==> config.mk <==
export PLATFORM = sky130hd
export DESIGN_NAME = dual_bus_datapath
export DESIGN_NICKNAME = d
export VERILOG_FILES = /design/src/rtl/dbdp_pkg.sv /design/src/rtl/dbdp_bus_arb.sv /design/src/rtl/dbdp_regfile.sv /design/src/rtl/dbdp_out_gate.sv /design/src/rtl/dual_bus_datapath.sv
export SDC_FILE = /design/constraint.sdc
export NUM_CORES = 1
export LEC_CHECK = 0
export BUFFER_PORTS_ARGS = -buffer_cell sky130_fd_sc_hd__buf_2
export CAP_MARGIN = 20
export CORE_UTILIZATION = 63
export DETAILED_ROUTE_END_ITERATION = 8
export PLACE_DENSITY = 0.86
export REMOVE_ABC_BUFFERS = 1
export SETUP_SLACK_MARGIN = 0.15
export SLEW_MARGIN = 20
export SYNTH_ARGS = -nofsm -noshare
export SYNTH_HDL_FRONTEND = slang
export SYNTH_SLANG_ARGS = --single-unit
==> constraint.sdc <==
create_clock -name clk -period 4.3 [get_ports clk]
set_clock_uncertainty 0.15 [all_clocks]
set_input_delay 0.645 -clock clk [delete_from_list [all_inputs] [get_ports clk]]
set_output_delay 0.645 -clock clk [all_outputs]
set_load 0.03 [all_outputs]
==> src/rtl/dbdp_pkg.sv <==
package dbdp_pkg;
  localparam int NUM_REGS = 8;
  localparam int NUM_DSRC = NUM_REGS + 1;
  localparam int IDX_B    = 0;
  localparam int IDX_C    = 1;
  localparam int IDX_D    = 2;
  localparam int IDX_E    = 3;
  localparam int IDX_ACC  = 4;
  localparam int IDX_PC   = 5;
  localparam int IDX_SP   = 6;
  localparam int IDX_OPR  = 7;
  localparam int IDX_EXT  = NUM_REGS;
endpackage

==> src/rtl/dbdp_bus_arb.sv <==
module dbdp_bus_arb #(
  parameter int N_SRC = 8,
  parameter int W     = 16
) (
  input  logic [N_SRC-1:0]        req,
  input  logic [N_SRC-1:0][W-1:0] src,
  output logic [W-1:0]            bus
);
  // Fixed priority: the lowest requested index owns the bus.
  always_comb begin
    logic taken;
    taken = 1'b0;
    bus   = '0;
    for (int i = 0; i < N_SRC; i++) begin
      if (req[i] && !taken) begin
        bus   = src[i];
        taken = 1'b1;
      end
    end
  end
endmodule

==> src/rtl/dbdp_regfile.sv <==
module dbdp_regfile #(
  parameter int N_REG   = 8,
  parameter int W       = 16,
  parameter int ACC_IDX = 4
) (
  input  logic                    clk,
  input  logic                    rst_n,
  input  logic [N_REG-1:0]        load_en,
  input  logic                    acc_sel_alu,
  input  logic [W-1:0]            dbus,
  input  logic [W-1:0]            alu_res,
  output logic [N_REG-1:0][W-1:0] q
);
  for (genvar g = 0; g < N_REG; g++) begin : g_reg
    logic [W-1:0] d_src;
    logic [W-1:0] d_next;

    if (g == ACC_IDX) begin : g_acc
      always_comb d_src = acc_sel_alu ? alu_res : dbus;
    end else begin : g_plain
      always_comb d_src = dbus;
    end

    always_comb begin
      d_next = q[g];
      if (load_en[g]) d_next = d_src;
    end

    always_ff @(posedge clk or negedge rst_n) begin
      if (!rst_n) q[g] <= '0;
      else        q[g] <= d_next;
    end
  end
endmodule

==> src/rtl/dbdp_out_gate.sv <==
module dbdp_out_gate #(
  parameter int W = 16
) (
  input  logic         oe,
  input  logic [W-1:0] bus,
  output logic [W-1:0] pin
);
  always_comb pin = oe ? bus : '0;
endmodule

==> src/rtl/dual_bus_datapath.sv <==
module dual_bus_datapath
  import dbdp_pkg::*;
#(
  parameter int DATA_W = 16
) (
  input  logic                clk,
  input  logic                rst_n,
  input  logic [NUM_DSRC-1:0] dbus_req,
  input  logic [NUM_REGS-1:0] abus_req,
  input  logic [NUM_REGS-1:0] load_en,
  input  logic                acc_sel_alu,
  input  logic [DATA_W-1:0]   alu_res,
  input  logic [DATA_W-1:0]   ext_din,
  input  logic                data_oe,
  input  logic                addr_oe,
  output logic [DATA_W-1:0]   ext_dout,
  output logic [DATA_W-1:0]   ext_addr
);
  localparam logic [NUM_REGS-1:0] ADDR_MASK = ~(NUM_REGS'(1) << IDX_ACC);

  logic [NUM_REGS-1:0][DATA_W-1:0] reg_q;
  logic [NUM_DSRC-1:0][DATA_W-1:0] dsrc;
  logic [NUM_REGS-1:0]             abus_req_ok;
  logic [DATA_W-1:0]               dbus;
  logic [DATA_W-1:0]               abus;

  always_comb dsrc        = {ext_din, reg_q};
  always_comb abus_req_ok = abus_req & ADDR_MASK;

  dbdp_regfile #(.N_REG(NUM_REGS), .W(DATA_W), .ACC_IDX(IDX_ACC)) u_regs (
    .clk(clk), .rst_n(rst_n), .load_en(load_en), .acc_sel_alu(acc_sel_alu),
    .dbus(dbus), .alu_res(alu_res), .q(reg_q)
  );

  dbdp_bus_arb #(.N_SRC(NUM_DSRC), .W(DATA_W)) u_darb (
    .req(dbus_req), .src(dsrc), .bus(dbus)
  );

  dbdp_bus_arb #(.N_SRC(NUM_REGS), .W(DATA_W)) u_aarb (
    .req(abus_req_ok), .src(reg_q), .bus(abus)
  );

  dbdp_out_gate #(.W(DATA_W)) u_dgate (.oe(data_oe), .bus(dbus), .pin(ext_dout));
  dbdp_out_gate #(.W(DATA_W)) u_agate (.oe(addr_oe), .bus(abus), .pin(ext_addr));
endmodule

## Yosys cells after proc, flatten, opt, wreduce, memory -nomap -nowiden

Cells that the tools add are included.

| word-level totals | value |
|---|---|
| input bits | 62 |
| bits in registers | 128 |
| memory bits (read-only) | 0 |
| bits in latches | 0 |
| RAM bits | 0 |
| memories | 0 |

| cells by class | value |
|---|---|
| reduce and logical (&&, ||, !) cells | 28 |
| shift operators | 0 |
| bitwise logic cells | 0 |
| magnitude comparators | 0 |
| eq/ne operators | 0 |
| muxes and demuxes | 33 |
| div/mod/pow operators | 0 |
| $mul | 0 |
| $add $sub $neg | 0 |

Operators with widths:

| cell | number |
|---|---|
| 16-bit two-way mux | 19 |
| 1-bit logical AND | 14 |
| 1-bit zero test | 14 |
| 1-bit two-way mux | 14 |

## Longest topological paths before layout

Gate-level depths: netlist (run 1).

| depth | value |
|---|---|
| depth in word-level cells | 26 |
| mapped depth | 8 |

## Hierarchy

A second synthesis (run 1) with hierarchy kept.

| second synthesis, totals | value |
|---|---|
| cells, all modules | 781 |
| area total of the unflattened synthesis | 8167.8 µm² |

Modules (own cells, without submodules):

| module | instances | seq. area each (µm²) | area each (µm²) | cells an instance |
|---|---|---|---|---|
| dbdp_regfile | 1 | 3203.1 | 4974.8 | 307 |
| dbdp_bus_arb at u_darb | 1 | 0.0 | 1858.0 | 289 |
| dbdp_bus_arb at u_aarb | 1 | 0.0 | 1078.5 | 150 |
| dbdp_out_gate | 2 | 0.0 | 126.4 | 17 |
| dual_bus_datapath | 1 | 0.0 | 3.8 | 1 |

## Least setup slack after synthesis (run 1)

OpenSTA, ideal clock, no wires.

| path | value |
|---|---|
| path kind | input to output |
| start | in abus_req[0] |
| end | out ext_addr[4] |
| buffers on the path | 1 |
| cell stages on the path | 5 |
| data arrival time | 2.806 ns |
| slack | 0.699 ns |
| cells stage by stage | clkbuf_1 > or4_1 > nor4b_2 > a21oi_1 > a221oi_1 |

| between the ends | value |
|---|---|
| word-level cells in the longest chain between the ends | 20 |

RTL lines:

| element | RTL line | text |
|---|---|---|
| start: declaration | dual_bus_datapath.sv:9 | `input logic [NUM_REGS-1:0] abus_req,` |
| 1-bit two-way mux | dbdp_bus_arb.sv:15 | `if (req[i] && !taken) begin` |
| 1-bit zero test | dbdp_bus_arb.sv:15 |  |
| 1-bit logical AND | dbdp_bus_arb.sv:15 |  |
| 1-bit two-way mux | dbdp_bus_arb.sv:15 |  |
| 1-bit zero test | dbdp_bus_arb.sv:15 |  |
| 1-bit logical AND | dbdp_bus_arb.sv:15 |  |
| 1-bit two-way mux | dbdp_bus_arb.sv:15 |  |
| 1-bit zero test | dbdp_bus_arb.sv:15 |  |
| [4 not listed] | -- |  |
| 1-bit two-way mux | dbdp_bus_arb.sv:15 |  |
| 1-bit zero test | dbdp_bus_arb.sv:15 |  |
| 1-bit logical AND | dbdp_bus_arb.sv:15 |  |
| 1-bit two-way mux | dbdp_bus_arb.sv:15 |  |
| 1-bit zero test | dbdp_bus_arb.sv:15 |  |
| 1-bit logical AND | dbdp_bus_arb.sv:15 |  |
| 16-bit two-way mux * | dbdp_bus_arb.sv:15 |  |
| 16-bit two-way mux * | dbdp_out_gate.sv:8 | `always_comb pin = oe ? bus : '0;` |
| end: declaration | dual_bus_datapath.sv:17 | `output logic [DATA_W-1:0] ext_addr` |

Mark *: on every way between the ends. The rest lies on a longest branch, timed or not.

## Worst setup path after layout (run 1)

| path | value |
|---|---|
| start | in abus_req[2] |
| end | out ext_addr[4] |

| between the ends | value |
|---|---|
| word-level cells in the longest chain between the ends | 15 |

RTL lines:

| element | RTL line |
|---|---|
| 1-bit logical AND * | dbdp_bus_arb.sv:15 |
| 1-bit two-way mux | dbdp_bus_arb.sv:15 |
| 1-bit zero test | dbdp_bus_arb.sv:15 |
| 1-bit logical AND | dbdp_bus_arb.sv:15 |
| 1-bit two-way mux | dbdp_bus_arb.sv:15 |
| 1-bit zero test | -- |
| 1-bit logical AND | dbdp_bus_arb.sv:15 |
| 1-bit two-way mux | dbdp_bus_arb.sv:15 |
| 1-bit zero test | dbdp_bus_arb.sv:15 |
| 1-bit logical AND | dbdp_bus_arb.sv:15 |
| 1-bit two-way mux | dbdp_bus_arb.sv:15 |
| 1-bit zero test | dbdp_bus_arb.sv:15 |
| 1-bit logical AND | dbdp_bus_arb.sv:15 |
| 16-bit two-way mux * | dbdp_bus_arb.sv:15 |
| 16-bit two-way mux * | dbdp_out_gate.sv:8 |

Marks and branches as above.

==> impl_metrics.py, run 1 <==
metrics = {
    "sta": {
        "slew_violations": 0,
        "post-route-period-util": 0.8966,
        "setup_tns_ns": 0,
        "relSlewSlack": 0.4281,
        "final-setup-viol-count": 0,
        "rsz0062_at_grt": "false",
        "layout_setup_ws_ns": 0.4446,
        "tightest_slew_ns": 0.8560,
        "hold_viol": 0,
        "finalCriticalPeriod_ns": 3.855,
        "timing.fmax_ghz": 0.2594,
    },
    "power_and_ir_drop": {
        "switchingPower_mw": 1.283,
        "seqPwrFrac": 0.417,
        "clockPowerShare": 0.359,
        "p_sw_frac": 0.3276,
        "power_frac_comb": 0.224,
        "powerDensity_mw_per_mm2": 469.8,
        "intPower_mw": 2.633,
        "max-vdd-ir-drop_mv": 0.3958,
        "power.static_leakage_nw": 3.378,
    },
    "final_layout": {
        "final_cell_mix": "a21oi_1 (164), dfrtp_1 (128), nor2_1 (110)",
        "num-fill-cells": 780,
        "final_cells": 1032,
        "diodes": 0,
        "final_util": 0.7589,
        "final_nets": 941,
        "drive_gt1_frac": 0.2096,
        "largestRegisters": "u_regs.q x128",
        "area_growth_pct": 16.22,
        "finalInstanceArea_mm2": 0.008335,
        "largest_reg_flops": 128,
        "final_common_cell": "a21oi_1",
        "largest-register": "u_regs.q",
    },
    "yosys": {
        "avgSynthCellArea_um2": 8.811,
        "syn_inst": 814,
        "yosys.area.top_type": "dfrtp_1",
        "synth_edf_count": 0,
        "synth_ff_type": "dfrtp_1",
        "synth-async-reset-ratio": 1.000,
        "synthDistinctLibCells": 50,
        "synthTopCellsByArea": "dfrtp_1 (45%), a21oi_1 (11%), nor2_1 (5.8%), nand3b_1 (4.0%), a22oi_1 (3.5%)",
        "yosysWarningCount": 0,
        "yosys.area.top_type_share": 0.4466,
        "yosysSeqAreaShare": 0.4466,
        "synth_seq_cells": 128,
        "synth.cell_area_mm2": 0.007172,
    },
    "die": {
        "ioPinCount": 94,
        "initial_core_util": 0.6530,
        "dieArea_mm2": 0.01181,
        "core_area_mm2": 0.01098,
        "die_w_um": 108.7,
        "row_count": 38,
        "die_y_um": 108.7,
    },
    "clock_network": {
        "cts_max_level": 4,
        "cts-root-buf": "clkbuf_16",
        "clk_pin_slew_ns": 0.05,
        "clk_path_buf_depth": 2,
        "numCtsBuffers": 17,
        "postCtsHoldBufs": 0,
        "cts_tree": "done",
        "cts_resized": 0,
        "cts.sinks": 128,
        "clkLatencyLatePin_ns": 0.44,
        "post_cts_buffers": 0,
    },
    "setup_path": {
        "cp-start-kind": "input port",
        "critPathLaunch": "abus_req[2]",
        "ff2ff_path_depth": 4,
        "path_class": "input port to output port",
        "crit_arrival_ns": 3.06,
        "worstSetupEndpointType": "output port",
        "crit_fanout": 18,
        "r2r-start": "u_regs.q[104]",
        "cp.required_ns": 3.50,
    },
    "drt": {
        "vias": 7468,
        "drt_pre_antenna_iters": 9,
        "drt_wl_total_mm": 25.20,
        "drtIter0Drc": 1466,
        "ant_nets": 0,
        "viasPerCell": 7.236,
        "drcViolationCount": 0,
        "wl_per_cell_um": 24.42,
    },
    "place": {
        "io_buffers": 92,
        "gp_congestion": 0.9298,
        "dpl_worst_slack_ns": 0.6433,
        "placed_cells": 1000,
        "post_dp_cell_area_mm2": 0.007757,
        "dp_hpwl_mm": 15.01,
    },
    "run_status": {
        "outcome": "complete, no violations",
    },
    "flow_run": {
        "maxCapViolations": 0,
    },
    "worst_hold_path": {
        "hold_class": "input port to asynchronous set/reset pin",
    },
    "global_route": {
        "grt_pass1_wl_mm": 38.29,
        "grt_overflow_total": 0,
        "first_global_vias": 7408,
        "grt_usage": 0.4467,
        "antenna_found_initial": 0,
        "grt_start_max_net_pins": 71,
    },
}
==> cell usage after synthesis (15+ instances only) <==
cell,instances
a22oi_1,33
mux2_2,15
dfrtp_1,128
clkbuf_1,64
a31oi_1,17
a211oi_1,21
o21ai_0,31
a211o_1,23
nand2_1,29
a21oi_1,164
nand3b_1,38
nor2_1,110
nor2b_1,22
==> worst paths after layout <==
check,slack [ns],end
max,0.44,ext_addr[4]
min,0.15,u_regs.q[16]
max reg2reg,2.42,u_regs.q[24]
min reg2reg,0.39,u_regs.q[33]
max in group asynchronous,3.01,u_regs.q[123]
min in group clk,0.38,u_regs.q[71]
==> layout make-up <==
cell class / count / area [µm²] / share of cell area
sequential: 128 / 3203 / 0.3843
timing repair buffer: 119 / 678.2 / 0.08136
clock inverter: 10 / 83.83 / 0.01006
clock buffer: 22 / 494.2 / 0.05929
multi-input combinational: 600 / 3652 / 0.4382
tap: 140 / 175.2 / 0.02101
inverter: 13 / 48.80 / 0.005854
==> metal layers <==
metal | GRT usage | routed length [µm] | up-vias
li1 | - | - | 3143
met4 | 0.2973 | 1515 | 0
met2 | 0.6759 | 11550 | 650
met5 | 0 | 0 | -
met1 | 0.5430 | 8671 | 3495
met3 | 0.1512 | 3467 | 180
==> metrics by stage <==
| stage | hold WS (ns) | power (mW) |
|---|---|---|
| after CTS | 0.1778 | 3.877 |
| after global routing | 0.1961 | 4.058 |
| final | 0.1535 | 3.916 |
| after detailed placement | 0.3622 | 2.485 |
| after global placement | 0.3407 | 2.426 |
| after floorplan | 0.1994 | 2.118 |
==> power by group through the flow <==
stage | Clock, mW | Combinational, mW | Sequential (mW)
finish | 1.40 | 0.877 | 1.63
global route | 1.46 | 0.943 | 1.65
CTS | 1.40 | 0.857 | 1.62
detailed placement | 0 | 0.849 | 1.64
global placement | 0 | 0.810 | 1.62
floorplan | 0 | 0.536 | 1.58
==> cells by family after synthesis <==
| group | Yosys count | synth area share |
|---|---|---|
| AO/OA/AOI/OAI | 355 | 0.3189 |
| buffers and inverters | 86 | 0.04675 |
| flip-flops | 128 | 0.4466 |
| multiplexers | 15 | 0.02355 |
| AND/OR/NAND/NOR | 230 | 0.1642 |
==> worst max-delay path, stage by stage <==
cell and delay, ns:
buf_2 0.29, or4_1 0.64, nor2_1 0.50, a221oi_1 0.19, a221oi_1 0.50, buf_2 0.29
Power figures use the tool's default switching activity.
==> inputs of run 2 (changes only) <==
--- a/config.mk
+++ b/config.mk
@@ -8,7 +8,9 @@
 export BUFFER_PORTS_ARGS = -buffer_cell sky130_fd_sc_hd__buf_2
 export CAP_MARGIN = 20
 export CORE_UTILIZATION = 63
+export CTS_CLUSTER_SIZE = 24
 export DETAILED_ROUTE_END_ITERATION = 8
+export MAX_ROUTING_LAYER = met4
 export PLACE_DENSITY = 0.86
 export REMOVE_ABC_BUFFERS = 1
 export SETUP_SLACK_MARGIN = 0.15
==> run 2 against run 1 <==
Net effect: combinational power about the same; global-route usage rose by 1.2 points; register-to-register slack lost 0.02 ns; critical endpoint is now ext_dout[11]; highest routed layer unchanged.
==> impl_metrics.py, run 2 (synthesis results as in run 1) <==
metrics = {
    "final_layout": {
        "multi_input_area_mm2": 0.003652,
        "drive_gt1_frac": 0.2085,
        "largest-register": "u_regs.q",
        "largestRegisters": "u_regs.q x128",
        "regArea_mm2": 0.003203,
        "final_util": 0.7554,
        "final_nets": 941,
        "area_growth_pct": 15.68,
        "final_cell_mix": "a21oi_1 (164), dfrtp_1 (128), nor2_1 (110)",
        "final_common_cell": "a21oi_1",
        "diodes": 0,
        "largest_reg_flops": 128,
        "num-fill-cells": 779,
    },
    "die": {
        "ioPinCount": 94,
        "die_w_um": 108.7,
        "dieArea_mm2": 0.01181,
        "core_area_mm2": 0.01098,
        "die_y_um": 108.7,
        "row_count": 38,
        "initial_core_util": 0.6530,
    },
    "setup_path": {
        "cp-start-kind": "input port",
        "reg2reg_slack_ns": 2.40,
        "ff2ff_path_depth": 4,
        "crit_chain": "buf_2 -> or4_4 -> or3_1 -> nor2_8 -> a22oi_2 -> nor2b_1 -> buf_2",
        "worstSetupEndpointType": "output port",
        "crit_arrival_ns": 3.07,
        "path_common_cell": "buf_2",
        "critPathTopFamily": "simple AND/OR/NAND/NOR gates",
        "crit_fanout": 13,
        "r2r-end": "u_regs.q[30]",
        "cp.required_ns": 3.50,
        "path_class": "input port to output port",
        "crit_path_max_incr_delay_ns": 0.67,
        "r2r-start": "u_regs.q[62]",
        "critPathSlowestCell": "or4_4",
        "path_buf_inv": 2,
    },
    "global_route": {
        "grt_overflow_total": 0,
        "grt_usage": 0.4590,
        "grt_start_max_net_pins": 75,
        "grt_pass1_wl_mm": 38.47,
        "first_global_vias": 7276,
        "antenna_found_initial": 0,
    },
    "sta": {
        "tightest_slew_ns": 1.014,
        "slew_violations": 0,
        "relSlewSlack": 0.3237,
        "hold_viol": 0,
        "setup_tns_ns": 0,
        "post-route-period-util": 0.8986,
        "hold_ws_ns": 0.2078,
        "timing.fmax_ghz": 0.2588,
        "layout_setup_ws_ns": 0.4360,
        "rsz0062_at_grt": "false",
        "finalCriticalPeriod_ns": 3.864,
        "final-setup-viol-count": 0,
    },
    "clock_network": {
        "cts_tree": "done",
        "cts.sinks": 128,
        "clk_path_buf_depth": 2,
        "cts_resized": 0,
        "clkLatencyLatePin_ns": 0.43,
        "numCtsBuffers": 17,
        "clk_pin_slew_ns": 0.06,
        "cts_max_level": 4,
        "cts-root-buf": "clkbuf_16",
        "postCtsHoldBufs": 0,
        "post_cts_buffers": 0,
    },
    "drt": {
        "viasPerCell": 7.352,
        "drtIter0Drc": 1207,
        "vias": 7587,
        "wl_per_cell_um": 24.43,
        "ant_nets": 0,
        "drt_wl_total_mm": 25.21,
        "drt_pre_antenna_iters": 9,
        "drcViolationCount": 0,
    },
    "place": {
        "dpl_worst_slack_ns": 0.5195,
        "io_buffers": 92,
        "gp_congestion": 0.9586,
        "dp_hpwl_mm": 14.82,
    },
    "power_and_ir_drop": {
        "fin_total_pwr_mw": 3.825,
        "power.static_leakage_nw": 3.344,
        "max-vdd-ir-drop_mv": 0.4924,
        "powerDensity_mw_per_mm2": 461.0,
    },
    "flow_run": {
        "maxCapViolations": 0,
    },
    "worst_hold_path": {
        "hold_class": "input port to asynchronous set/reset pin",
    },
    "run_status": {
        "outcome": "complete, no violations",
    },
}
-- run 2: worst max-delay path by stage --
stage / startpoint / endpoint / slack (ns) / cells after the start
after global placement: dbus_req[3] / ext_dout[10] / 0.53 / 7
after detailed placement: dbus_req[3] / ext_dout[11] / 0.52 / 7
after CTS: dbus_req[3] / ext_dout[11] / 0.52 / 7
after floorplan: abus_req[0] / ext_addr[4] / 0.36 / 3
final: dbus_req[3] / ext_dout[11] / 0.44 / 7
after global routing: dbus_req[3] / ext_dout[10] / 0.39 / 7
-- run 2: area by class of cell --
| type | instances | share of cell area |
|---|---|---|
| repair buffers | 119 | 0.08174 |
| clock inverters | 14 | 0.01327 |
| well taps | 140 | 0.02111 |
| clock buffers | 18 | 0.05173 |
| flip-flops and latches | 128 | 0.3861 |
| multi-input cells | 600 | 0.4402 |
| inverters | 13 | 0.005881 |
-- run 2: report_power, final --
| group | leakage (nW) | total (mW) | internal [mW] | switching (mW) |
|---|---|---|---|---|
| Combinational | 1.70 | 0.875 | 0.336 | 0.540 |
| Sequential | 1.39 | 1.63 | 1.43 | 0.201 |
| Clock | 0.254 | 1.32 | 0.742 | 0.574 |
-- run 2: metrics by stage --
stage	area [µm²]	std cells
after floorplan	6885	741
after detailed placement	7757	1000
final	8297	1032
after global routing	8297	1032
after global placement	7757	1000
after CTS	8297	1032
-- run 2: worst register-to-register path, cell delays in order (launching register included) --
cell     delay [ns]
dfrtp_1        0.41
a22o_1         0.26
a221o_1        0.37
a22oi_2        0.41
a21oi_1        0.15
-- run 2: metal layers --
| metal | global-route usage | share of wire | up-vias |
|---|---|---|---|
| li1 | - | - | 3144 |
| met1 | 0.5592 | 0.34 | 3560 |
| met2 | 0.6600 | 0.44 | 706 |
| met3 | 0.1429 | 0.15 | 177 |
| met4 | 0.2963 | 0.065 | 0 |
| met5 | - | 0 | - |
==> inputs of run 3 (changes only) <==
--- a/config.mk
+++ b/config.mk
@@ -5,6 +5,7 @@
 export SDC_FILE = /design/constraint.sdc
 export NUM_CORES = 1
 export LEC_CHECK = 0
+export ABC_AREA = 1
 export BUFFER_PORTS_ARGS = -buffer_cell sky130_fd_sc_hd__buf_2
 export CAP_MARGIN = 20
 export CORE_UTILIZATION = 63
==> run 3 against run 2 <==
Net effect: count of clock-buffer cells in the layout grew 2; power shrank 0.77%; highest routed layer unchanged; combinational power shrank 4.8%; die area grew 2.6%; largest cell class unchanged.
==> impl_metrics.py, run 3 <==
metrics = {
    "power_and_ir_drop": {
        "fin_total_pwr_mw": 3.795,
        "powerDensity_mw_per_mm2": 450.5,
        "power.static_leakage_nw": 4.651,
        "max-vdd-ir-drop_mv": 0.4239,
    },
    "place": {
        "dp_hpwl_mm": 14.28,
        "placed_cells": 1283,
        "io_buffers": 92,
        "gp_congestion": 0.9017,
        "post_dp_cell_area_mm2": 0.007865,
    },
    "drt": {
        "viasPerCell": 5.906,
        "drcViolationCount": 0,
        "vias": 7766,
        "ant_nets": 0,
        "drtIter0Drc": 934,
        "drt_pre_antenna_iters": 9,
        "wl_per_cell_um": 17.00,
        "drt_wl_total_mm": 22.36,
    },
    "yosys": {
        "avgSynthCellArea_um2": 6.728,
        "ys_top_cells_by_count": "nand2_1 (477), dfrtp_1 (128), nand3_1 (120)",
        "synth.cell_area_mm2": 0.007361,
        "yosysWarningCount": 0,
        "synthTopCellsByArea": "dfrtp_1 (44%), nand2_1 (24%), nand3_1 (8.2%), nor2_1 (5.1%), inv_1 (4.2%)",
        "synth.most_common_cell": "nand2_1",
        "yosysSeqAreaShare": 0.4352,
        "synth_ff_type": "dfrtp_1",
        "syn_inst": 1094,
        "synth_edf_count": 0,
        "synth_seq_cells": 128,
        "yosys.area.top_type_share": 0.4352,
        "yosys.area.top_type": "dfrtp_1",
        "synthDistinctLibCells": 27,
        "synth-async-reset-ratio": 1.000,
    },
    "setup_path": {
        "path_class": "input port to output port",
        "crit_fanout": 19,
        "cp.required_ns": 3.50,
        "cp-start-kind": "input port",
        "worstSetupEndpointType": "output port",
        "crit_arrival_ns": 3.01,
    },
    "sta": {
        "rsz0062_at_grt": "false",
        "tightest_slew_ns": 0.9626,
        "setup_tns_ns": 0,
        "post-route-period-util": 0.8860,
        "final-setup-viol-count": 0,
        "slew_violations": 0,
        "timing.fmax_ghz": 0.2625,
        "finalCriticalPeriod_ns": 3.810,
        "hold_viol": 0,
        "relSlewSlack": 0.3543,
    },
    "run_status": {
        "outcome": "complete, no violations",
    },
    "clock_network": {
        "cts_max_level": 4,
        "clk_pin_slew_ns": 0.05,
        "cts_resized": 0,
        "clkLatencyLatePin_ns": 0.43,
        "cts_tree": "done",
        "cts-root-buf": "clkbuf_16",
        "clk_path_buf_depth": 2,
        "cts.sinks": 128,
        "postCtsHoldBufs": 0,
        "post_cts_buffers": 0,
        "numCtsBuffers": 17,
    },
    "final_layout": {
        "num-fill-cells": 906,
        "diodes": 0,
        "largestRegisters": "u_regs.q x128",
        "final_common_cell": "nand2_1",
        "finalInstanceArea_mm2": 0.008424,
        "drive_gt1_frac": 0.1340,
        "final_cells": 1315,
        "final_nets": 1222,
        "largest-register": "u_regs.q",
        "final_cell_mix": "nand2_1 (477), dfrtp_1 (128), nand3_1 (120)",
        "area_growth_pct": 14.45,
        "largest_reg_flops": 128,
    },
    "die": {
        "core_area_mm2": 0.01142,
        "initial_core_util": 0.6446,
        "row_count": 39,
        "die_y_um": 110.1,
        "ioPinCount": 94,
        "die_w_um": 110.1,
        "dieArea_mm2": 0.01212,
    },
    "worst_hold_path": {
        "hold_class": "input port to asynchronous set/reset pin",
    },
    "global_route": {
        "grt_usage": 0.4033,
        "grt_pass1_wl_mm": 34.76,
        "antenna_found_initial": 0,
        "grt_start_max_net_pins": 129,
        "grt_overflow_total": 0,
        "first_global_vias": 7035,
    },
    "flow_run": {
        "maxCapViolations": 0,
    },
}
## run 3: cell count changes in the layout (fill, tap and decap cells not counted), moves of 22 or more
cell,change
nor2b_1,-22
nand3b_1,-38
nand3_1,+119
inv_1,+69
nand2_1,+448
a21oi_1,-143
a211o_1,-23
## run 3: path summary, 6_finish.rpt
kind | slack, ns | endpoint | depth (start not counted) | from
hold / removal | 0.16 | u_regs.q[0] | 2 | rst_n
max in group asynchronous | 3.32 | u_regs.q[58] | 2 | rst_n
setup reg to reg | 2.39 | u_regs.q[115] | 10 | u_regs.q[19]
hold reg to reg | 0.33 | u_regs.q[67] | 2 | u_regs.q[67]
min in group clk | 0.33 | u_regs.q[67] | 2 | u_regs.q[67]
setup / recovery | 0.49 | ext_dout[11] | 11 | dbus_req[2]
## run 3: report_power, final
part | leakage (nW) | internal [mW] | switching (mW) | total (mW)
clock | 0.267 | 0.814 | 0.534 | 1.35
combinational | 2.66 | 0.250 | 0.583 | 0.833
sequential | 1.72 | 1.44 | 0.175 | 1.61
## run 3: area by class of cell
type | instances | area [µm²] | share of cell area
flip-flops and latches | 128 | 3203 | 0.3802
clock buffers | 20 | 456.7 | 0.05421
well taps | 143 | 178.9 | 0.02124
clock inverters | 11 | 91.34 | 0.01084
multi-input cells | 822 | 3587 | 0.4258
repair buffers | 107 | 591.8 | 0.07025
inverters | 84 | 315.3 | 0.03743
## run 3: metrics by stage
step                setup WS (ns)  utilization  hold WS, ns
finish                     0.4902       0.7378       0.1630
global route               0.3866       0.7378       0.2206
CTS                        0.6031       0.7368       0.2208
detailed placement         0.6866       0.6888       0.3147
global placement           0.6881       0.6888       0.3134
floorplan                   1.060            -       0.1994
## run 3: cell families (layout without fill, tap and decap cells)
group	count (synthesis)	in the layout	share of synthesized area
compound gates	87	87	0.07207
flops	128	128	0.4352
buf+inv	144	222	0.07751
simple gates	735	735	0.4153
## run 3: layer usage
layer / vias up / track usage / wire, µm / share of wire
met5: - / - / 0 / 0
li1: 3607 / - / - / -
met3: 91 / 0.07995 / 2118 / 0.095
met4: 0 / 0.2293 / 1078 / 0.048
met2: 503 / 0.6165 / 10170 / 0.45
met1: 3565 / 0.5027 / 8989 / 0.40
## run 3: worst max-delay path: stages
cell	delay [ns]
buf_2	0.21
inv_2	0.33
nand4_1	0.69
nor2_1	0.37
nor2_1	0.09
nand3_1	0.08
nor2_1	0.07
nand2_2	0.15
nand2_1	0.08
inv_1	0.09
buf_2	0.20
